### config.mk
export PLATFORM = sky130hd
export DESIGN_NAME = vidpos_tracker
export DESIGN_NICKNAME = d
export VERILOG_FILES = /design/src/rtl/vidpos_pkg.sv /design/src/rtl/vidpos_pos_ctr.sv /design/src/rtl/vidpos_err_chk.sv /design/src/rtl/vidpos_tracker.sv
export SDC_FILE = /design/constraint.sdc
export NUM_CORES = 1
export LEC_CHECK = 0
export ABC_CLOCK_PERIOD_IN_PS = 3450
export BUFFER_PORTS_ARGS = -buffer_cell sky130_fd_sc_hd__buf_4
export CAP_MARGIN = 40
export CORE_MARGIN = 1.5
export CORE_UTILIZATION = 25
export CTS_BUF_LIST = sky130_fd_sc_hd__clkbuf_4 sky130_fd_sc_hd__clkbuf_8 sky130_fd_sc_hd__clkbuf_16
export CTS_CLUSTER_DIAMETER = 60
export DETAILED_ROUTE_END_ITERATION = 10
export PLACE_DENSITY = 0.46
export SETUP_SLACK_MARGIN = 0.02
export SLEW_MARGIN = 20
export SYNTH_ARGS = -nofsm -noshare
export SYNTH_HDL_FRONTEND = slang
export SYNTH_SLANG_ARGS = --single-unit
### constraint.sdc
create_clock -name clk -period 3.45 [get_ports clk]
set_input_delay 0.69 -clock clk [delete_from_list [all_inputs] [get_ports clk]]
set_output_delay 0.69 -clock clk [all_outputs]
set_load 0.01 [all_outputs]
### src/rtl/vidpos_pkg.sv
package vidpos_pkg;

    // Tracker lock state: searching for the first start-of-frame, or locked.
    typedef enum logic {
        TRK_SEARCH = 1'b0,
        TRK_LOCKED = 1'b1
    } trk_state_e;

    // Framing violations detected on the current beat.
    typedef struct packed {
        logic early_eol;
        logic late_eol;
        logic short_frame;
    } frame_err_t;

    localparam frame_err_t FRAME_OK = '0;

endpackage

### src/rtl/vidpos_pos_ctr.sv
module vidpos_pos_ctr
    import vidpos_pkg::*;
#(
    parameter int CW = 12
) (
    input  logic          clk,
    input  logic          rst,
    input  logic          beat_valid,
    input  logic          beat_fire,
    input  logic          beat_sof,
    input  logic          beat_eol,
    output logic [CW-1:0] cur_col,
    output logic [CW-1:0] cur_row,
    output logic [CW-1:0] lines_done,
    output logic          pos_locked,
    output logic          was_locked
);
    localparam logic [CW-1:0] CMAX = '1;

    trk_state_e    st_q;
    logic [CW-1:0] col_q;
    logic [CW-1:0] row_q;
    logic          restart;
    logic [CW-1:0] col_nx;
    logic [CW-1:0] row_nx;

    assign restart    = beat_valid && beat_sof;
    assign was_locked = (st_q == TRK_LOCKED);
    assign lines_done = row_q;

    // Position of the beat on the bus: a start-of-frame overrides stored state.
    always_comb begin
        pos_locked = was_locked || restart;
        if (restart) begin
            cur_col = '0;
            cur_row = '0;
        end else if (was_locked) begin
            cur_col = col_q;
            cur_row = row_q;
        end else begin
            cur_col = '0;
            cur_row = '0;
        end
    end

    // Position expected for the following beat (saturating).
    always_comb begin
        if (beat_eol) begin
            col_nx = '0;
            row_nx = (cur_row == CMAX) ? CMAX : cur_row + 1'b1;
        end else begin
            col_nx = (cur_col == CMAX) ? CMAX : cur_col + 1'b1;
            row_nx = cur_row;
        end
    end

    always_ff @(posedge clk) begin
        if (rst) begin
            st_q  <= TRK_SEARCH;
            col_q <= '0;
            row_q <= '0;
        end else if (beat_fire && pos_locked) begin
            st_q  <= TRK_LOCKED;
            col_q <= col_nx;
            row_q <= row_nx;
        end
    end

endmodule

### src/rtl/vidpos_err_chk.sv
module vidpos_err_chk
    import vidpos_pkg::*;
#(
    parameter int CW = 12
) (
    input  logic          beat_valid,
    input  logic          beat_sof,
    input  logic          beat_eol,
    input  logic          pos_locked,
    input  logic          was_locked,
    input  logic [CW-1:0] cur_col,
    input  logic [CW-1:0] lines_done,
    input  logic [CW-1:0] cfg_width,
    input  logic [CW-1:0] cfg_height,
    output frame_err_t    err
);
    logic [CW-1:0] last_col;
    logic          judged;

    assign last_col = cfg_width - 1'b1;
    assign judged   = beat_valid && pos_locked;

    always_comb begin
        err             = FRAME_OK;
        err.early_eol   = judged && beat_eol && (cur_col < last_col);
        err.late_eol    = judged && !beat_eol && (cur_col == last_col);
        err.short_frame = beat_valid && beat_sof && was_locked
                          && (lines_done < cfg_height);
    end

endmodule

### src/rtl/vidpos_tracker.sv
module vidpos_tracker
    import vidpos_pkg::*;
#(
    parameter int DATA_W = 24,
    parameter int USER_W = 1,
    parameter int CW     = 12
) (
    input  logic              clk,
    input  logic              rst,
    input  logic [CW-1:0]     cfg_width,
    input  logic [CW-1:0]     cfg_height,
    input  logic [DATA_W-1:0] s_tdata,
    input  logic              s_tvalid,
    output logic              s_tready,
    input  logic              s_tlast,
    input  logic [USER_W-1:0] s_tuser,
    output logic [DATA_W-1:0] m_tdata,
    output logic              m_tvalid,
    input  logic              m_tready,
    output logic              m_tlast,
    output logic [USER_W-1:0] m_tuser,
    output logic [CW-1:0]     m_col,
    output logic [CW-1:0]     m_row,
    output logic              m_locked,
    output logic              m_err_early,
    output logic              m_err_late,
    output logic              m_err_short
);
    logic          fire;
    logic          sof;
    logic [CW-1:0] lines_done;
    logic          was_locked;
    frame_err_t    err;

    // Transparent pass-through of the stream.
    assign m_tdata  = s_tdata;
    assign m_tvalid = s_tvalid;
    assign m_tlast  = s_tlast;
    assign m_tuser  = s_tuser;
    assign s_tready = m_tready;

    assign fire = s_tvalid && m_tready;
    assign sof  = s_tuser[0];

    vidpos_pos_ctr #(.CW(CW)) i_pos (
        .clk        (clk),
        .rst        (rst),
        .beat_valid (s_tvalid),
        .beat_fire  (fire),
        .beat_sof   (sof),
        .beat_eol   (s_tlast),
        .cur_col    (m_col),
        .cur_row    (m_row),
        .lines_done (lines_done),
        .pos_locked (m_locked),
        .was_locked (was_locked)
    );

    vidpos_err_chk #(.CW(CW)) i_err (
        .beat_valid (s_tvalid),
        .beat_sof   (sof),
        .beat_eol   (s_tlast),
        .pos_locked (m_locked),
        .was_locked (was_locked),
        .cur_col    (m_col),
        .lines_done (lines_done),
        .cfg_width  (cfg_width),
        .cfg_height (cfg_height),
        .err        (err)
    );

    assign m_err_early = err.early_eol;
    assign m_err_late  = err.late_eol;
    assign m_err_short = err.short_frame;

endmodule

# --- After elaboration in Yosys (flattened, before gate mapping) ---
# Cells that the tools add are included.
word_totals:
  regBits: 25
  latchBits: 0
  ram_bits: 0
  rom_bits: 0
  input_bits: 54
  out_inout_bits: 56
  wordCells: 31
  mem_count: 0
classes:
  addsub: 3
  mul: 0
  n_div: 0
  order_cmp: 2
  eq_ne: 3
  shifts: 0
  muxes: 8
  bitwise_logic: 0
  n_reduce_logical: 12
ops:
  columns: ["op", "n"]
  rows:
  - ["$mux W12", 8]
  - ["$add A12 B1 Y12 const B", 2]
  - ["$eq A12 B12 Y1 const B", 2]
  - ["$lt A12 B12 Y1", 2]
  - ["$eq A12 B12 Y1", 1]
  - ["$sub A12 B1 Y12 const B", 1]
  - ["$logic_and A1 B1 Y1", 10]
  - ["$logic_not A1 Y1", 1]
  - ["$logic_or A1 B1 Y1", 1]

# --- Depth between registers and ports, before layout ---
logic_depth:
  word_depth: 5
  depth_mapped: 12
  depth_no_buf: 11

# --- Hierarchy ---
# A second synthesis with hierarchy kept.
hier_totals:
  hier_cells: 338
  hier_area_um2: 2623.8
modules_own_cells:
  columns: ["module", "instances", "cells_per_inst", "area_each_um2", "seq_area_each_um2"]
  rows:
  - ["vidpos_pos_ctr", 1, 217, 1662.8, 500.5]
  - ["vidpos_err_chk", 1, 92, 744.5, 0.0]
  - ["vidpos_tracker", 1, 29, 216.5, 0.0]

# --- Worst setup path after synthesis ---
# OpenSTA, ideal clock, no wires.
synth_path:
  path_type: "in2out"
  from: "in s_tuser"
  to: "out m_err_late"
  arrival_time_ns: 2.750
  t_required_ns: 2.760
  setup_slack_ns: 0.010
  stages: 9
  path_buffers: 3
  path_cell_list: "buf_6 > a21boi_1 > buf_4 > clkbuf_1 > and2_1 > ha_1 > nand4_1 > or2_2 > nor4_1"
synth_between:
  elab_cells_between_ends: 7
  cone_classes: "1 x eq/ne; 1 x mux; 5 x reduce/logical"
synth_rtl:
  columns: ["element", "line_no", "text"]
  rows:
  - ["start: declaration", "vidpos_tracker.sv:16", "input logic [USER_W-1:0] s_tuser,"]
  - ["$logic_and A1 B1 Y1", "vidpos_pos_ctr.sv:27", "assign restart = beat_valid && beat_sof;"]
  - ["$mux W12", "vidpos_pos_ctr.sv:34", "if (restart) begin"]
  - ["net m_col[10]", "vidpos_tracker.sv:22", "output logic [CW-1:0] m_col,"]
  - ["$eq A12 B12 Y1", "vidpos_err_chk.sv:26", "err.late_eol = judged && !beat_eol && (cur_col == last_col);"]
  - ["$logic_and A1 B1 Y1", "vidpos_err_chk.sv:26", null]
  - ["end: declaration", "vidpos_tracker.sv:26", "output logic m_err_late,"]
# The timed path passes the listed nets, and every way through them passes these cells.

# --- Worst setup path in the final report ---
layout_path:
  from: "in cfg_width[5]"
  to: "out m_err_early"
layout_between:
  elab_chain_len: 3
layout_lines:
  columns: ["element", "line_no", "text"]
  rows:
  - ["start: declaration", "vidpos_tracker.sv:10", "input logic [CW-1:0] cfg_width,"]
  - ["$sub A12 B1 Y12", "vidpos_err_chk.sv:20", "assign last_col = cfg_width - 1'b1;"]
  - ["$lt A12 B12 Y1", "vidpos_err_chk.sv:25", "err.early_eol = judged && beat_eol && (cur_col < last_col);"]
  - ["$logic_and A1 B1 Y1", "vidpos_err_chk.sv:25", null]
  - ["end: declaration", "vidpos_tracker.sv:25", "output logic m_err_early,"]
# Every way passes these cells.

==> results by group <==
Cells and area
  – Final layout net count: 462
  – Total inserted antenna cells: 0
  – Signed area change from the synthesized netlist to the final layout: 22.0%
  – Post-layout instance count excluding filler cells: 514
  – Fraction of final layout cells with drive strength greater than 1: 25.7%

CTS
  – Clock insertion delay at the later pin of the skew report: 0.29 ns
  – Longest Clk Path Bufs: 2
  – Number of buffers added by the clock tree synthesis step: 3
  – H-tree depth reported by CTS: 1
  – Setup Fix Bufs, Post-CTS: 0
  – Clock tree from TritonCTS: yes
  – Number of sinks handled by clock tree synthesis: 25
  – Clk root buf: clkbuf_8
  – Reg clk slew, reported paths: 0.10 ns
  – Quantity of hold-fixing buffers added after cts: 0

Hold path
  – Cells on Worst Hold Path: 2
  – Worst min-delay path startpoint: i_pos.col_q[0]
  – Kind of path behind the tightest hold check: flop to flop

Synth
  – Count of different cell masters after synthesis: 52
  – Gate count after technology mapping: 341
  – Cell Area, Synth: 0.00255 mm2
  – Leading register cell type out of synthesis: dfxtp_1
  – Warning count from the yosys run: 0
  – Number of enable flip-flop cells after synthesis: 0
  – Register bit total from synthesis: 25
  – Post-synth net total: 421
  – Share of synthesized area occupied by flip-flops and latches: 19.6%
  – Average instance area after synthesis: 7.49 um2
  – Async set-reset flop share out of synthesis: 0%

Global routing
  – Vias in the first global route: 2362
  – Gr usage total: 13.4%
  – GRT overflow: 0
  – Number of antenna violations at the first check in global routing: 0
  – Wire length of the first global-routing pass: 12.0 mm
  – Largest net degree at the start of global routing: 19

Power and ir drop
  – Cell-internal power: 0.448 mW
  – Part of the power in combinational logic: 21.6%
  – Switching Share: 29.6%
  – Sequential fraction of design power: 46.2%
  – PD cells: 204 mW/mm2
  – Post-layout power: 0.636 mW
  – Static Leakage: 1.38 nW
  – Clock share of power: 32.2%
  – Maximum vdd ir drop: 0.136 mV
  – P_sw: 0.188 mW

Placement
  – Pre-CTS WS: -0.156 ns
  – Number of I/O port buffers: 61
  – Number of placed instances with taps included: 510
  – Detailed placement HPWL: 5.50 mm
  – Final estimated routing congestion in global placement: 0.779

Timing
  – Final count of hold timing violations: 0
  – Setup repair after global routing missed its margin: no
  – Setup violation total in the final timing report: 0
  – Worst hold slack: 0.496 ns
  – Transition at the pin with the smallest max-transition slack: 0.791 ns
  – Sum of negative setup slack: 0 ns
  – Post-route worst setup slack: 0.142 ns
  – Skew final: 0.00202 ns
  – Number of max-slew violations in the final report: 0
  – Share of the clock period used by the worst path: 95.9%
  – Fmax achieved: 302 MHz
  – Shortest period the worst path allows: 3.31 ns
  – Worst slew margin relative to its limit: 47.0%

Worst setup path
  – Slowest-stage cell, CP: ha_1
  – Reg-to-reg startpoint: i_pos.was_locked
  – Cells traversed along the worst timing path: buf_4 -> nor4_4 -> buf_4 -> nand2_2 -> nor3_2 -> xnor2_1 -> ha_1 -> nand4_1 -> or2_4 -> a21oi_1 -> nor2_1 -> buf_4
  – Most common cell type on the critical path: buf_4
  – CP Data Arrival Time: 2.62 ns
  – Start point of the critical path: cfg_width[5]
  – Crit path max fanout: 3
  – Depth of the worst register-to-register path: 9
  – Total buffers and inverters traversed by the critical path: 3
  – Worst Setup Start Kind: input port
  – Worst EP required: 2.76 ns
  – Kind of end point of the critical path: output port
  – Maximum single-stage delay on the critical path: 0.30 ns
  – Type of the worst setup path: input port to output port
  – Worst path top cell family by delay: simple AND/OR/NAND/NOR gates
  – Worst path depth: 12

Floorplan
  – Initial cell density of the core: 25.9%
  – Area of the core: 0.00986 mm2
  – Chip Height: 104 um
  – Top-Level Pins: 110
  – Floorplan die width: 104 um
  – Std cell rows: 36
  – Area of the die: 0.0108 mm2

Detailed routing
  – Starting DRT DRC Count: 160
  – Antenna-violating nets left: 0
  – Total number of vias: 2462
  – Total routed wirelength: 7.07 mm
  – Met3 WL: 297 um
  – Average wire length per cell after detail routing: 13.8 um
  – First-pass iteration count of the detailed router: 4
  – Metal2 WL: 2.98 mm
  – Top routing layer used: met4
  – M1 WL: 3.70 mm
  – Via-per-instance ratio: 4.79
  – Post-detailed-route DRC marker count: 0

Outcome
  – Status: completed

Run
  – # Max-Cap Violations: 0
-- cell usage after synthesis (5+ instances only) --
library cell	number	share of area [%]
o21ai_0	26	5.1
dfxtp_1	25	20
nand2_1	21	3.1
buf_4	30	8.8
a31oi_1	9	2.2
a21o_1	5	1.5
and3_1	6	1.5
nand3_1	14	2.7
ha_1	26	13
clkbuf_1	6	0.88
nor3_1	8	1.6
and2_1	23	5.6
a21oi_1	20	3.9
nand4_1	6	1.5
nor2_1	29	4.3
xnor2_1	8	2.7
inv_1	19	2.8
-- cells in the final DEF (no fill, tap or decap), types with 4 or more instances in the layout --
cell type   n
nand2_1    20
nor3_1      7
a21oi_1    20
o21ai_0    25
nand4_1     6
ha_1       26
inv_1      19
buf_4      76
a21o_1      5
nand3_1    14
and3_1      6
a211oi_1    4
a31oi_1     9
xnor2_1     8
nor2_1     28
dfxtp_1    25
and2_1     23
-- logic make-up (layout without fill, tap and decap cells) --
| family | count (synthesis) | in the layout | share of synthesized area, % |
|---|---|---|---|
| compound gates | 86 | 86 | 21.3 |
| xor+xnor | 11 | 11 | 3.77 |
| fa+ha+maj | 26 | 26 | 12.7 |
| buf+inv | 59 | 99 | 13.8 |
| flops | 25 | 25 | 19.6 |
| simple gates | 134 | 134 | 28.8 |
-- per-layer routing --
| metal | vias to the layer above | global-route usage, % |
|---|---|---|
| li1 | 1273 | - |
| met1 | 1133 | 20.2 |
| met2 | 45 | 19.7 |
| met3 | 11 | 1.25 |
| met4 | 0 | 4.37 |
| met5 | - | 0 |
-- per-stage QoR --
stage	utilization [%]	area, um2
final	31.6	3120
after global routing	31.6	3120
after CTS	31.5	3110
after detailed placement	30.6	3020
after global placement	30.6	3020
after floorplan	-	2560
-- worst reg2reg max path, stage by stage (launching register included) --
cell and delay, ns:
dfxtp_1 0.34, a21boi_2 0.20, buf_4 0.23, and2_1 0.23, ha_1 0.21, and3_1 0.23
and3_1 0.26, and4_1 0.40, a31oi_1 0.08, o21ai_0 0.15
-- registers in the layout, indices dropped and copies added (netlist names) --
| register | count |
|---|---|
| i_pos.col_q | 12 |
| i_pos.lines_done | 12 |
| i_pos.was_locked | 1 |
-- power groups by stage --
| stage | combinational, mW | clock, mW | sequential [mW] |
|---|---|---|---|
| global placement | 0.134 | 0 | 0.300 |
| floorplan | 0.0998 | 0 | 0.300 |
| global route | 0.154 | 0.219 | 0.294 |
| CTS | 0.139 | 0.205 | 0.293 |
| detailed placement | 0.135 | 0 | 0.300 |
| finish | 0.137 | 0.205 | 0.293 |
-- layout make-up --
class | count | area, um2
multi-input cells | 257 | 1760
fillers | 1076 | 6750
inverters | 19 | 71.3
clock buffers | 4 | 48.8
flip-flops and latches | 25 | 500
well taps | 133 | 166
repair buffers | 76 | 571
-- path summary, 6_finish.rpt --
check / slack (ns) / end
worst max register to register: 1.05 / i_pos.col_q[5]
worst min-delay path: 0.50 / i_pos.col_q[0]
worst min register to register: 0.50 / i_pos.col_q[0]
worst max-delay path: 0.14 / m_err_early
-- timing repair --
item,in CTS,in global routing
resized for setup,7,3
setup endpoints to repair,2,2
pin swaps,6,1
Note: power is estimated with default switching activity, not from simulation.
